--- src/rtl/pfce_pkg.sv ---
// Shared types for the power-fail chip-enable gate.
package pfce_pkg;
    // Controller states: steering, finishing an open access, protected, recovery hold.
    typedef enum logic [1:0] {
        ST_RUN   = 2'd0,
        ST_DRAIN = 2'd1,
        ST_PROT  = 2'd2,
        ST_RECOV = 2'd3
    } pfce_state_e;
endpackage

--- src/rtl/pfce_sync.sv ---
// Multi-flop synchronizer for a single asynchronous level.
// Assumes the input is a slow level; clears to zero on reset.
module pfce_sync #(
    parameter int STAGES = 2
) (
    input  logic clk,
    input  logic rst_n,
    input  logic d_i,
    output logic q_o
);
    logic [STAGES-1:0] chain;

    // Shift the asynchronous level through the flop chain.
    always_ff @(posedge clk) begin
        if (!rst_n) chain <= '0;
        else        chain <= {chain[STAGES-2:0], d_i};
    end

    assign q_o = chain[STAGES-1];
endmodule

--- src/rtl/pfce_timer.sv ---
// Shared down-counter for the timeout and recovery intervals.
// A load sets the count; it then falls by one per cycle and rests at zero.
// Reset loads RST_VAL so the reset recovery hold is timed at once.
module pfce_timer #(
    parameter int CNT_W   = 8,
    parameter int RST_VAL = 0
) (
    input  logic             clk,
    input  logic             rst_n,
    input  logic             load_i,
    input  logic [CNT_W-1:0] val_i,
    output logic             zero_o
);
    logic [CNT_W-1:0] cnt;

    // Load on request, else count down toward zero and hold there.
    always_ff @(posedge clk) begin
        if (!rst_n)           cnt <= CNT_W'(RST_VAL);
        else if (load_i)      cnt <= val_i;
        else if (cnt != '0)   cnt <= cnt - 1'b1;
    end

    assign zero_o = (cnt == '0);

    // an unloaded count steps down by exactly one

    cnt_step_chk: assert property (@(posedge clk) disable iff (!rst_n)
        (!load_i && cnt != '0) |=> (cnt == $past(cnt) - 1'b1));

    // an expired count stays expired until reloaded

    cnt_rest_chk: assert property (@(posedge clk) disable iff (!rst_n)
        (!load_i && zero_o) |=> zero_o);
endmodule

--- src/rtl/pfce_ctrl.sv ---
// Power-fail state machine. Decides whether the chip-enable may pass,
// lets an open access finish within a bounded time, and enforces the
// recovery hold. Assumes pf_i is already synchronized to clk.
module pfce_ctrl
    import pfce_pkg::*;
#(
    parameter int CNT_W      = 8,
    parameter int TMO_CYCLES = 16,
    parameter int REC_CYCLES = 64
) (
    input  logic             clk,
    input  logic             rst_n,
    input  logic             pf_i,
    input  logic             ce_n_i,
    input  logic             tmr_zero_i,
    output logic             tmr_load_o,
    output logic [CNT_W-1:0] tmr_val_o,
    output logic             pass_o,
    output logic             prot_o
);
    localparam logic [CNT_W-1:0] TMO_LOAD = CNT_W'(TMO_CYCLES - 1);
    localparam logic [CNT_W-1:0] REC_LOAD = CNT_W'(REC_CYCLES - 1);

    pfce_state_e state, state_nx;

    // Next-state and counter-load selection.
    always_comb begin
        state_nx   = state;
        tmr_load_o = 1'b0;
        tmr_val_o  = REC_LOAD;
        unique case (state)
            ST_RUN: begin
                if (pf_i) begin
                    if (!ce_n_i) begin
                        state_nx   = ST_DRAIN;
                        tmr_load_o = 1'b1;
                        tmr_val_o  = TMO_LOAD;
                    end else begin
                        state_nx = ST_PROT;
                    end
                end
            end
            ST_DRAIN: begin
                if (ce_n_i || tmr_zero_i) state_nx = ST_PROT;
            end
            ST_PROT: begin
                if (!pf_i) begin
                    state_nx   = ST_RECOV;
                    tmr_load_o = 1'b1;
                    tmr_val_o  = REC_LOAD;
                end
            end
            ST_RECOV: begin
                if (pf_i)            state_nx = ST_PROT;
                else if (tmr_zero_i) state_nx = ST_RUN;
            end
            default: state_nx = ST_PROT;
        endcase
    end

    // State register; reset enters the recovery hold.
    always_ff @(posedge clk) begin
        if (!rst_n) state <= ST_RECOV;
        else        state <= state_nx;
    end

    assign pass_o = (state == ST_RUN) || (state == ST_DRAIN);
    assign prot_o = (state == ST_PROT) || (state == ST_RECOV);


    drain_bound_chk: assert property (@(posedge clk) disable iff (!rst_n)
        (state == ST_DRAIN && tmr_zero_i) |=> (state == ST_PROT));


    drain_close_chk: assert property (@(posedge clk) disable iff (!rst_n)
        (state == ST_DRAIN && ce_n_i) |=> (state == ST_PROT));


    recov_abort_chk: assert property (@(posedge clk) disable iff (!rst_n)
        (state == ST_RECOV && pf_i) |=> (state == ST_PROT));

    // protection never returns to steering without a recovery hold

    no_skip_chk: assert property (@(posedge clk) disable iff (!rst_n)
        (state == ST_PROT) |=> (state == ST_PROT || state == ST_RECOV));


    prot_excl_chk: assert property (@(posedge clk) disable iff (!rst_n)
        $onehot({pass_o, prot_o}));
endmodule

--- src/rtl/pfce_decode.sv ---
// Combinational one-of-N steering of an active-low enable.
// Output g goes low only when enabled, ce_n_i is low and sel_i equals g.
module pfce_decode #(
    parameter int NBANK = 4,
    parameter int SEL_W = 2
) (
    input  logic             en_i,
    input  logic             ce_n_i,
    input  logic [SEL_W-1:0] sel_i,
    output logic [NBANK-1:0] bank_ce_n_o
);
    for (genvar g = 0; g < NBANK; g++) begin : g_bank
        // Drive one bank enable low on a matching select.
        assign bank_ce_n_o[g] = ~(en_i & ~ce_n_i & (sel_i == SEL_W'(g)));
    end
endmodule

--- src/rtl/pfce_gate.sv ---
// Power-fail chip-enable gating decoder (top).
// Steers ce_n_i to one of NBANK bank enables and write-protects all of them
// around a power failure. TMO_CYCLES and REC_CYCLES are clock counts.
// Assumes ce_n_i stays high for at least one clock when an access ends.
module pfce_gate #(
    parameter int NBANK      = 4,
    parameter int TMO_CYCLES = 5000,
    parameter int REC_CYCLES = 4000000
) (
    input  logic                     clk,
    input  logic                     rst_n,
    input  logic                     pwr_fail_i,
    input  logic                     ce_n_i,
    input  logic [$clog2(NBANK)-1:0] sel_i,
    output logic [NBANK-1:0]         bank_ce_n_o,
    output logic                     prot_o
);
    localparam int SEL_W  = $clog2(NBANK);
    localparam int MAXCNT = (TMO_CYCLES > REC_CYCLES) ? TMO_CYCLES : REC_CYCLES;
    localparam int CNT_W  = $clog2(MAXCNT + 1);

    logic             pf_s;
    logic             tmr_load;
    logic [CNT_W-1:0] tmr_val;
    logic             tmr_zero;
    logic             pass;

    pfce_sync #(.STAGES(2)) u_sync (
        .clk   (clk),
        .rst_n (rst_n),
        .d_i   (pwr_fail_i),
        .q_o   (pf_s)
    );

    pfce_timer #(.CNT_W(CNT_W), .RST_VAL(REC_CYCLES - 1)) u_timer (
        .clk    (clk),
        .rst_n  (rst_n),
        .load_i (tmr_load),
        .val_i  (tmr_val),
        .zero_o (tmr_zero)
    );

    pfce_ctrl #(
        .CNT_W      (CNT_W),
        .TMO_CYCLES (TMO_CYCLES),
        .REC_CYCLES (REC_CYCLES)
    ) u_ctrl (
        .clk        (clk),
        .rst_n      (rst_n),
        .pf_i       (pf_s),
        .ce_n_i     (ce_n_i),
        .tmr_zero_i (tmr_zero),
        .tmr_load_o (tmr_load),
        .tmr_val_o  (tmr_val),
        .pass_o     (pass),
        .prot_o     (prot_o)
    );

    pfce_decode #(.NBANK(NBANK), .SEL_W(SEL_W)) u_dec (
        .en_i        (pass),
        .ce_n_i      (ce_n_i),
        .sel_i       (sel_i),
        .bank_ce_n_o (bank_ce_n_o)
    );


    one_bank_chk: assert property (@(posedge clk) disable iff (!rst_n)
        $onehot0(~bank_ce_n_o));


    idle_high_chk: assert property (@(posedge clk) disable iff (!rst_n)
        ce_n_i |-> (bank_ce_n_o == '1));


    prot_high_chk: assert property (@(posedge clk) disable iff (!rst_n)
        prot_o |-> (bank_ce_n_o == '1));
endmodule

--- config.mk ---
export PLATFORM = sky130hd
export DESIGN_NAME = pfce_gate
export DESIGN_NICKNAME = d
export VERILOG_FILES = /design/src/rtl/pfce_pkg.sv /design/src/rtl/pfce_sync.sv /design/src/rtl/pfce_timer.sv /design/src/rtl/pfce_ctrl.sv /design/src/rtl/pfce_decode.sv /design/src/rtl/pfce_gate.sv
export SDC_FILE = /design/constraint.sdc
export NUM_CORES = 1
export LEC_CHECK = 0
export ABC_AREA = 1
export BUFFER_PORTS_ARGS = -buffer_cell sky130_fd_sc_hd__buf_2
export CELL_PAD_IN_SITES_DETAIL_PLACEMENT = 0
export CELL_PAD_IN_SITES_GLOBAL_PLACEMENT = 2
export CORE_MARGIN = 4
export CORE_UTILIZATION = 35
export CTS_BUF_LIST = sky130_fd_sc_hd__clkbuf_8 sky130_fd_sc_hd__clkbuf_16
export CTS_CLUSTER_SIZE = 16
export DETAILED_ROUTE_END_ITERATION = 10
export PLACE_DENSITY = 0.83
export SLEW_MARGIN = 20
export SYNTH_ARGS = -nofsm -noshare
export SYNTH_HDL_FRONTEND = slang
export SYNTH_SLANG_ARGS = --single-unit
--- constraint.sdc ---
create_clock -name clk -period 3.8 [get_ports clk]
set_input_delay 0.19 -clock clk [delete_from_list [all_inputs] [get_ports clk]]
set_output_delay 0.19 -clock clk [all_outputs]
set_load 0.005 [all_outputs]
==> flow_summary.toml, run 1 <==
[sta]
hold_viol = 0
setup_viol_count_final = 0
timing.final.ws_setup_ns = 2.15
finalSetupTns_ns = 0
hold_ws_ns = 0.105
worst_slew_pin_slew_ns = 0.305
fin_crit_ns = 1.65
fmaxAchievable_mhz = 606
rsz0062_at_grt = "no"
period_share_pct = 43.4
slew_viol_final = 0
slew_headroom_pct = 79.5
fin_skew_ns = 0.0123

[layout]
fin_util_pct = 40.5
syn_to_final_growth_pct = 9.92
fin_area_sq_mm = 0.00179
antenna_cells = 0
fin_cells = 304
drive_above_1_share_pct = 17.1
nNetsFinal = 260

[logic_synthesis]
ys_seq_area_share_pct = 32.0
synth_nets = 247
synth.avg_cell_area_sq_um = 6.78
synth_top_area_share_pct = 32.0
synth_cell_types = 30
ys_top_cells_by_count = "67 x nand2_1, 30 x inv_1, 30 x nor2_1, 26 x dfxtp_1, 23 x nand3_1"
synth.largest_area_cell = "dfxtp_1"
synthArstFlopShare_pct = 0
yosysMostFrequentCell = "nand2_1"
synth.top_cells.by_area = "dfxtp_1 32%, nand2_1 15%, nand3_1 7.1%"
yosysWarnings = 0
synth_ff_type = "dfxtp_1"
synth-edff-count = 0
synth_seq_cells = 26
synth.cell_area_sq_mm = 0.00163
synthCells = 240

[clock_tree]
clock_latency_ns = 0.27
htreeDepth = 1
cts_root_buf = "clkbuf_8"
cts_buffers = 3
path_clk_slew_ns = 0.10
cts_sinks = 26
cts_resized = 0
holdBufCountCts = 0
cts_buffer_depth = 2
cts_tree = "built"
cts_setup_buffers = 0

[detailed_routing]
num_vias = 1428
drtIter0Drc = 58
drtPass1Iterations = 4
wirelength_um = 3830
post_drt_wl_per_cell_um = 12.6
drtAntennaViolNets = 0
routed_via_density = 4.70
remaining_drc_errors = 0

[setup_path]
max_stage_delay_ns = 0.31
crit_chain = "inv_1, ha_1, nand3_2, nor2_4, nand4_4, nand2_2, inv_1, nand3_1, nand2_1"
cpMostUsedCell = "inv_1"
crit_arrival_ns = 1.81
critPathMaxFanout = 7
required_ns = 3.96
cpMaxStageDelayCell = "dfxtp_1"
end_kind = "register"
cp-start-kind = "register"
crit_type = "register to register"

[grt]
grt_pass1_wl_um = 6570
antenna_found_initial = 0
grt_max_degree = 15
overflow = 0
groute.usage.overall_pct = 13.8
grt_pass1_vias = 1346

[power_and_ir_drop]
p_clk_share_pct = 26.1
vdd_drop_max_v = 0.000225
p_leak_nw = 0.861
p_total_mw = 0.695
intPower_mw = 0.454
power_frac_comb_pct = 27.5
p_switching_mw = 0.241
switching_share_pct = 34.7
p_per_area_mw_per_mm2 = 389
pwr-share-seq_pct = 46.4

[floorplan]
initial_core_util_pct = 36.8
die_width_um = 76.2
die_y_um = 76.2
std_cell_rows = 24
core_area_sq_mm = 0.00441
die_area_sq_mm = 0.00580
ios = 11

[placement]
place.detailed.hpwl_um = 3180
place_area_sq_mm = 0.00173
placed_cells = 300
portBuffers = 10
gp_congestion = 0.831
dp_slack_ns = 2.12

[run_status]
status = "complete, no violations"

[flow_run]
drv_cap = 0

[hold_path]
hold_path.class = "input port to register"
[worst paths after layout]
path	start	to	slack, ns	cells after the start
setup reg to reg	u_timer.cnt[0]$_SDFFE_PN1P_	u_timer.cnt[21]$_SDFFE_PN1P_	2.15	9
hold reg to reg	u_sync.chain[0]$_SDFF_PN0_	u_sync.chain[1]$_SDFF_PN0_	0.44	2
setup / recovery	u_timer.cnt[0]$_SDFFE_PN1P_	u_timer.cnt[21]$_SDFFE_PN1P_	2.15	9
hold / removal	pwr_fail_i	u_sync.chain[0]$_SDFF_PN0_	0.11	3
[logic make-up after synthesis]
logic type                 Yosys count  share of synthesized area, %
xor gates and xnor gates            11                          5.92
and+or+nand+nor                    152                          47.5
adders and majority gates            1                         0.769
buffers and inverters               35                          8.46
DFF                                 26                          32.0
AOI/OAI and AO/OA                   15                          5.31
[state kept, by name, indices dropped and copies added, names as in the netlist]
signal        cells
u_timer.cnt      22
u_ctrl.state      2
u_sync.chain      2
[cell type report]
| class | count | area (sq um) |
|---|---|---|
| Clock buffer | 4 | 55.1 |
| Fill cell | 484 | 2630 |
| Multi-Input combinational cell | 179 | 968 |
| Sequential cell | 26 | 520 |
| Inverter | 33 | 129 |
| Tap cell | 52 | 65.1 |
| Timing Repair Buffer | 10 | 50.0 |
[critical path: cells and delay by family (launching register included)]
kind / cells / cell delay (ns)
buf+inv: 2 / 0.18
fa+ha+maj: 1 / 0.25
flops: 1 / 0.31
simple gates: 6 / 0.79
[power groups by stage]
stage          clock [mW]  sequential (mW)  combinational [mW]
2_1_floorplan           0            0.324               0.157
3_3_place_gp            0            0.330               0.198
3_5_place_dp            0            0.329               0.195
4_1_cts             0.191            0.323               0.196
5_1_grt             0.198            0.327               0.218
6_report            0.181            0.323               0.192
[cell usage in the layout, fill, tap and decap left out, drive strengths merged]
master	n
nor3	6
nand2	72
xor2	8
nand3	25
nor2	46
ha	1
a21oi	7
dfxtp	26
a31o	1
buf	10
clkinv	1
o21bai	2
o211ai	1
clkbuf	4
xnor2	3
inv	32
o21ai	4
nand3b	1
nand4	2
[metal layers]
| layer | share of wire [%] | track usage [%] |
|---|---|---|
| met1 | 52 | 20.2 |
| met2 | 45 | 21.1 |
| met3 | 2.1 | 2.84 |
| met4 | 1.1 | 2.27 |
| met5 | 0 | 0 |
Power figures use the tool's default switching activity.
==> run 2: changes to the inputs <==
- ABC_AREA: 1 -> 0
- CORE_UTILIZATION: 35 -> 32
- PLACE_DENSITY: 0.83 -> 0.75
- clock period: 3.8 -> 1.5 ns (I/O delays scaled with it)
==> flow_summary.toml, run 2 <==
[placement]
place.detailed.hpwl_um = 2670
place_area_sq_mm = 0.00185
gp_congestion = 0.862
portBuffers = 10

[logic_synthesis]
synth_nets = 158
yosysMostFrequentCell = "dfxtp_1"
synth_top_area_share_pct = 38.8
synthCells = 151
yosysWarnings = 0
synth-edff-count = 0
synth.top_cells.by_area = "dfxtp_1 39%, xnor2_1 9.2%, nor2_1 4.5%"
synthArstFlopShare_pct = 0
synth_xor_area_share_pct = 10.5
synth.largest_area_cell = "dfxtp_1"
synth-compound-area-share_pct = 20.6
synth_mux_area_share_pct = 0
synthSimpleGateAreaFrac_pct = 26.5
synth_top_family_by_area = "simple AND/OR/NAND/NOR gates"
synth_cell_types = 43
synth_seq_cells = 26
ys_top_cells_by_count = "26 x dfxtp_1, 16 x nor2_1, 14 x xnor2_1, 10 x nand2_1, 8 x o21ai_0"
ys_seq_area_share_pct = 38.8
synth_ff_type = "dfxtp_1"
synth.cell_area_sq_mm = 0.00134
synth.avg_cell_area_sq_um = 8.87
synthAdderAreaFrac_pct = 0.934

[sta]
fin_crit_ns = 2.03
slew_viol_final = 0
fmaxAchievable_mhz = 493
fin_skew_ns = 0.00772
slew_headroom_pct = 68.0
setup_viol_count_final = 24
hold_viol = 0
hold_ws_ns = 0.00808
rsz0062_at_grt = "yes"
period_share_pct = 135
finalSetupTns_ns = -9.73
worst_slew_pin_slew_ns = 0.479
timing.final.ws_setup_ns = -0.528

[setup_path]
end_kind = "register"
crit_family = "simple AND/OR/NAND/NOR gates"
crit_type = "register to register"
critPathMaxFanout = 4
path_buf_inv = 1
crit_chain = "or4_4, buf_6, or4_4, a2111oi_4, xnor2_1, nor2_1"
crit_arrival_ns = 2.20
required_ns = 1.67
cpMostUsedCell = "or4_4"
cp-start-kind = "register"
max_stage_delay_ns = 0.57
cpMaxStageDelayCell = "or4_4"

[clock_tree]
cts_buffers = 3
cts_root_buf = "clkbuf_8"
cts_buffer_depth = 2
holdBufCountCts = 0
clock_latency_ns = 0.27
path_clk_slew_ns = 0.10
htreeDepth = 1
cts_sinks = 26
cts_tree = "built"

[layout]
syn_to_final_growth_pct = 62.2
largest_reg_flops = 22
fin_area_sq_mm = 0.00217
final_common_cell = "buf_4"
nNetsFinal = 223
antenna_cells = 0
largestRegisters = "u_timer.cnt x22, u_ctrl.state x2, u_sync.chain x2"
layout_common_cells = "44 x buf_4, 23 x dfxtp_1, 13 x nor2_1"
max_flop_register = "u_timer.cnt"
drive_above_1_share_pct = 51.6
fin_util_pct = 53.9

[detailed_routing]
post_drt_wl_per_cell_um = 14.2
drtIter0Drc = 28
num_vias = 1342
wirelength_um = 3770
routed_via_density = 5.06
drtPass1Iterations = 4
remaining_drc_errors = 0
drtAntennaViolNets = 0

[floorplan]
die_area_sq_mm = 0.00529
die_y_um = 72.7
core_area_sq_mm = 0.00403
ios = 11
std_cell_rows = 23
die_width_um = 72.7
initial_core_util_pct = 33.3

[grt]
grt_max_degree = 15
overflow = 0
grt_pass1_vias = 1330
groute.usage.overall_pct = 14.2
grt_pass1_wl_um = 6020
antenna_found_initial = 0

[flow_run]
drv_cap = 0

[power_and_ir_drop]
p_leak_nw = 0.836
p_total_mw = 1.31
p_per_area_mw_per_mm2 = 601
vdd_drop_max_v = 0.000609

[run_status]
violations = "negative setup slack"
status = "complete, but fails checks"

[hold_path]
hold_path.class = "input port to register"
[run 2: cell types whose count changed after synthesis, moves of 5 or more]
cell	previous run	this run
o21ai_0	2	8
nand3_1	23	2
xnor2_1	3	14
nand2_1	67	10
inv_1	30	4
o31ai_1	0	5
nor2_1	30	16
xor2_1	8	2
nor2_2	7	0
nor2_4	7	0
a211oi_1	0	6
[run 2: cell type report]
type                    instances  area [sq um]
well taps                      50          62.6
clock buffers                   4          55.1
inverters                       4          15.0
multi-input cells             118          1020
fillers                       378          1860
flip-flops and latches         26           524
repair buffers                 63           494
[run 2: power breakdown]
part | internal (mW) | switching (mW)
combinational | 0.0648 | 0.0599
sequential | 0.706 | 0.0133
clock | 0.235 | 0.227
total | 1.01 | 0.300
[run 2: stage by stage]
step                instances  setup slack (ns)
floorplan                 151            -0.510
global placement          252            -0.550
detailed placement        252            -0.583
CTS                       260            -0.530
global route              265            -0.612
finish                    265            -0.528
[run 2: kinds of logic (layout without fill, tap and decap cells)]
kind of cell | Yosys count | count (layout)
and+or+nand+nor | 62 | 63
AOI/OAI and AO/OA | 38 | 38
DFF | 26 | 26
xor gates and xnor gates | 16 | 16
buffers and inverters | 8 | 71
adders and majority gates | 1 | 1
[run 2: worst paths after layout]
path,from,end,slack [ns],cells after the start
setup / recovery,u_timer.cnt[6]$_SDFFE_PN1P_,u_timer.cnt[15]$_SDFFE_PN0P_,-0.53,6
hold / removal,pwr_fail_i,u_sync.chain[0]$_SDFF_PN0_,0.008,2
setup reg to reg,u_timer.cnt[6]$_SDFFE_PN1P_,u_timer.cnt[15]$_SDFFE_PN0P_,-0.53,6
hold reg to reg,u_sync.chain[0]$_SDFF_PN0_,u_sync.chain[1]$_SDFF_PN0_,0.44,1
[run 2: what timing repair did]
action                     4_1_cts  5_1_grt
gates resized for setup         19       28
cloned                           0        1
pin swaps                        8       20
setup endpoints to repair       24       24
setup buffers                    4        4
hold endpoints to repair         0        0
[run 2: layer usage]
metal | routed length (um) | track usage (%) | vias up
li1 | - | - | 678
met1 | 1690 | 17.2 | 643
met2 | 1930 | 24.7 | 17
met3 | 111 | 3.44 | 4
met4 | 36 | 4.51 | 0
met5 | 0 | 0 | -
==> run 3: changes to the inputs <==
- TNS_END_PERCENT: unset -> 30
==> flow_summary.toml, run 3 (synthesis results as in run 2) <==
[detailed_routing]
drtIter0Drc = 38
remaining_drc_errors = 0
routed_via_density = 5.10
num_vias = 1326
post_drt_wl_per_cell_um = 14.6
wirelength_um = 3790
drtAntennaViolNets = 0
drtPass1Iterations = 4

[power_and_ir_drop]
p_switching_mw = 0.309
switching_share_pct = 24.7
intPower_mw = 0.940
p_clk_share_pct = 33.7
power_frac_comb_pct = 8.7
pwr-share-seq_pct = 57.6
p_total_mw = 1.25
p_per_area_mw_per_mm2 = 605
p_leak_nw = 0.830
vdd_drop_max_v = 0.000326

[grt]
grt_max_degree = 14
antenna_found_initial = 0
grt_pass1_vias = 1423
overflow = 0
groute.usage.overall_pct = 15.5
grt_pass1_wl_um = 6480

[sta]
slew_viol_final = 0
hold_viol = 0
slew_headroom_pct = 55.9
timing.final.ws_setup_ns = -0.559
period_share_pct = 137
setup_viol_count_final = 24
fin_skew_ns = 0.00988
fin_crit_ns = 2.06
rsz0062_at_grt = "yes"
finalSetupTns_ns = -10.39
fmaxAchievable_mhz = 486
worst_slew_pin_slew_ns = 0.654

[setup_path]
end_kind = "register"
crit_type = "register to register"
max_stage_delay_ns = 0.57
cp-start-kind = "register"
crit_chain = "or4_4, buf_6, or4_4, nor4_4, xnor2_1, o21ai_0"
critPathMaxFanout = 5
cpMaxStageDelayCell = "or4_4"
crit_arrival_ns = 2.23
cpMostUsedCell = "or4_4"
required_ns = 1.67

[layout]
largestRegisters = "u_timer.cnt x22, u_ctrl.state x2, u_sync.chain x2"
largest_reg_flops = 22
fillCellCount = 391
nNetsFinal = 219
layout_common_cells = "42 x buf_4, 24 x dfxtp_1, 14 x nor2_1"
drive_above_1_share_pct = 45.2
syn_to_final_growth_pct = 54.2
final_common_cell = "buf_4"
antenna_cells = 0
max_flop_register = "u_timer.cnt"

[floorplan]
ios = 11
core_area_sq_mm = 0.00403
die_width_um = 72.7
die_area_sq_mm = 0.00529
die_y_um = 72.7
initial_core_util_pct = 33.3
std_cell_rows = 23

[clock_tree]
holdBufCountCts = 0
path_clk_slew_ns = 0.10
cts_tree = "built"
cts_buffer_depth = 2
clock_latency_ns = 0.28
cts_buffers = 3
htreeDepth = 1
cts_root_buf = "clkbuf_8"
cts_sinks = 26

[hold_path]
hold_path.class = "input port to register"

[flow_run]
drv_cap = 0

[placement]
portBuffers = 10
dp_slack_ns = -0.569
gp_congestion = 0.791
place.detailed.hpwl_um = 2680

[run_status]
status = "complete, but fails checks"
violations = "negative setup slack"
run 3: cell count changes in the layout (fill, tap and decap cells not counted), moves of 2 or more:
cell	before	now
a21oi_1	4	6
buf_4	44	42
buf_6	7	5
o21ai_0	4	6
o31ai_1	2	4
o31ai_2	3	1
run 3: power by group through the flow:
| stage | combinational [mW] | sequential, mW | clock, mW |
|---|---|---|---|
| floorplan | 0.0442 | 0.737 | 0 |
| global placement | 0.0995 | 0.734 | 0 |
| detailed placement | 0.103 | 0.734 | 0 |
| CTS | 0.105 | 0.718 | 0.424 |
| global route | 0.122 | 0.721 | 0.447 |
| finish | 0.109 | 0.719 | 0.421 |
run 3: final timing paths:
kind / end / slack, ns / start / depth (start not counted)
hold reg to reg: u_sync.chain[1]$_SDFF_PN0_ / 0.44 / u_sync.chain[0]$_SDFF_PN0_ / 1
hold / removal: u_sync.chain[0]$_SDFF_PN0_ / 0.002 / pwr_fail_i / 2
setup reg to reg: u_timer.cnt[19]$_SDFFE_PN1P_ / -0.56 / u_timer.cnt[6]$_SDFFE_PN1P_ / 6
setup / recovery: u_timer.cnt[19]$_SDFFE_PN1P_ / -0.56 / u_timer.cnt[6]$_SDFFE_PN1P_ / 6
run 3: per-stage QoR:
| stage | hold slack, ns | area, sq um | std cells | utilization, % |
|---|---|---|---|---|
| after global routing | 0.00970 | 2070 | 260 | 51.3 |
| after global placement | 0.287 | 1820 | 248 | 45.1 |
| after detailed placement | 0.290 | 1820 | 248 | 45.1 |
| final | 0.00205 | 2070 | 260 | 51.3 |
| after CTS | 0.00415 | 1990 | 258 | 49.4 |
| after floorplan | 0.137 | 1410 | 151 | - |
run 3: layer usage:
layer / vias up / part of all wire, % / track usage, %
li1: 672 / - / -
met1: 625 / 46 / 18.8
met2: 20 / 50 / 26.7
met3: 9 / 2.3 / 2.89
met4: 0 / 2.1 / 6.35
met5: - / 0 / 0
run 3: worst max-delay path, delay by kind of cell (launching register included):
kind	cells	cell delay (ns)
buffers and inverters	1	0.15
AO/OA/AOI/OAI	1	0.09
AND/OR/NAND/NOR	3	1.20
XOR/XNOR	1	0.16
flip-flops	1	0.34
run 3: cell type report:
class                      count  area, sq um  share of cell area, %
multi-input combinational    118          962                   46.6
sequential                    26          523                   25.3
timing repair buffer          59          462                   22.4
tap                           50         62.6                   3.03
clock buffer                   3         41.3                   2.00
inverter                       4         15.0                  0.727
run 3: timing repair:
| action | in CTS | in global routing |
|---|---|---|
| cloned | 1 | 0 |
| pin swaps | 7 | 8 |
| buffers inserted | 6 | 2 |
| resized for setup | 16 | 12 |
| endpoints found under the setup margin | 24 | 24 |
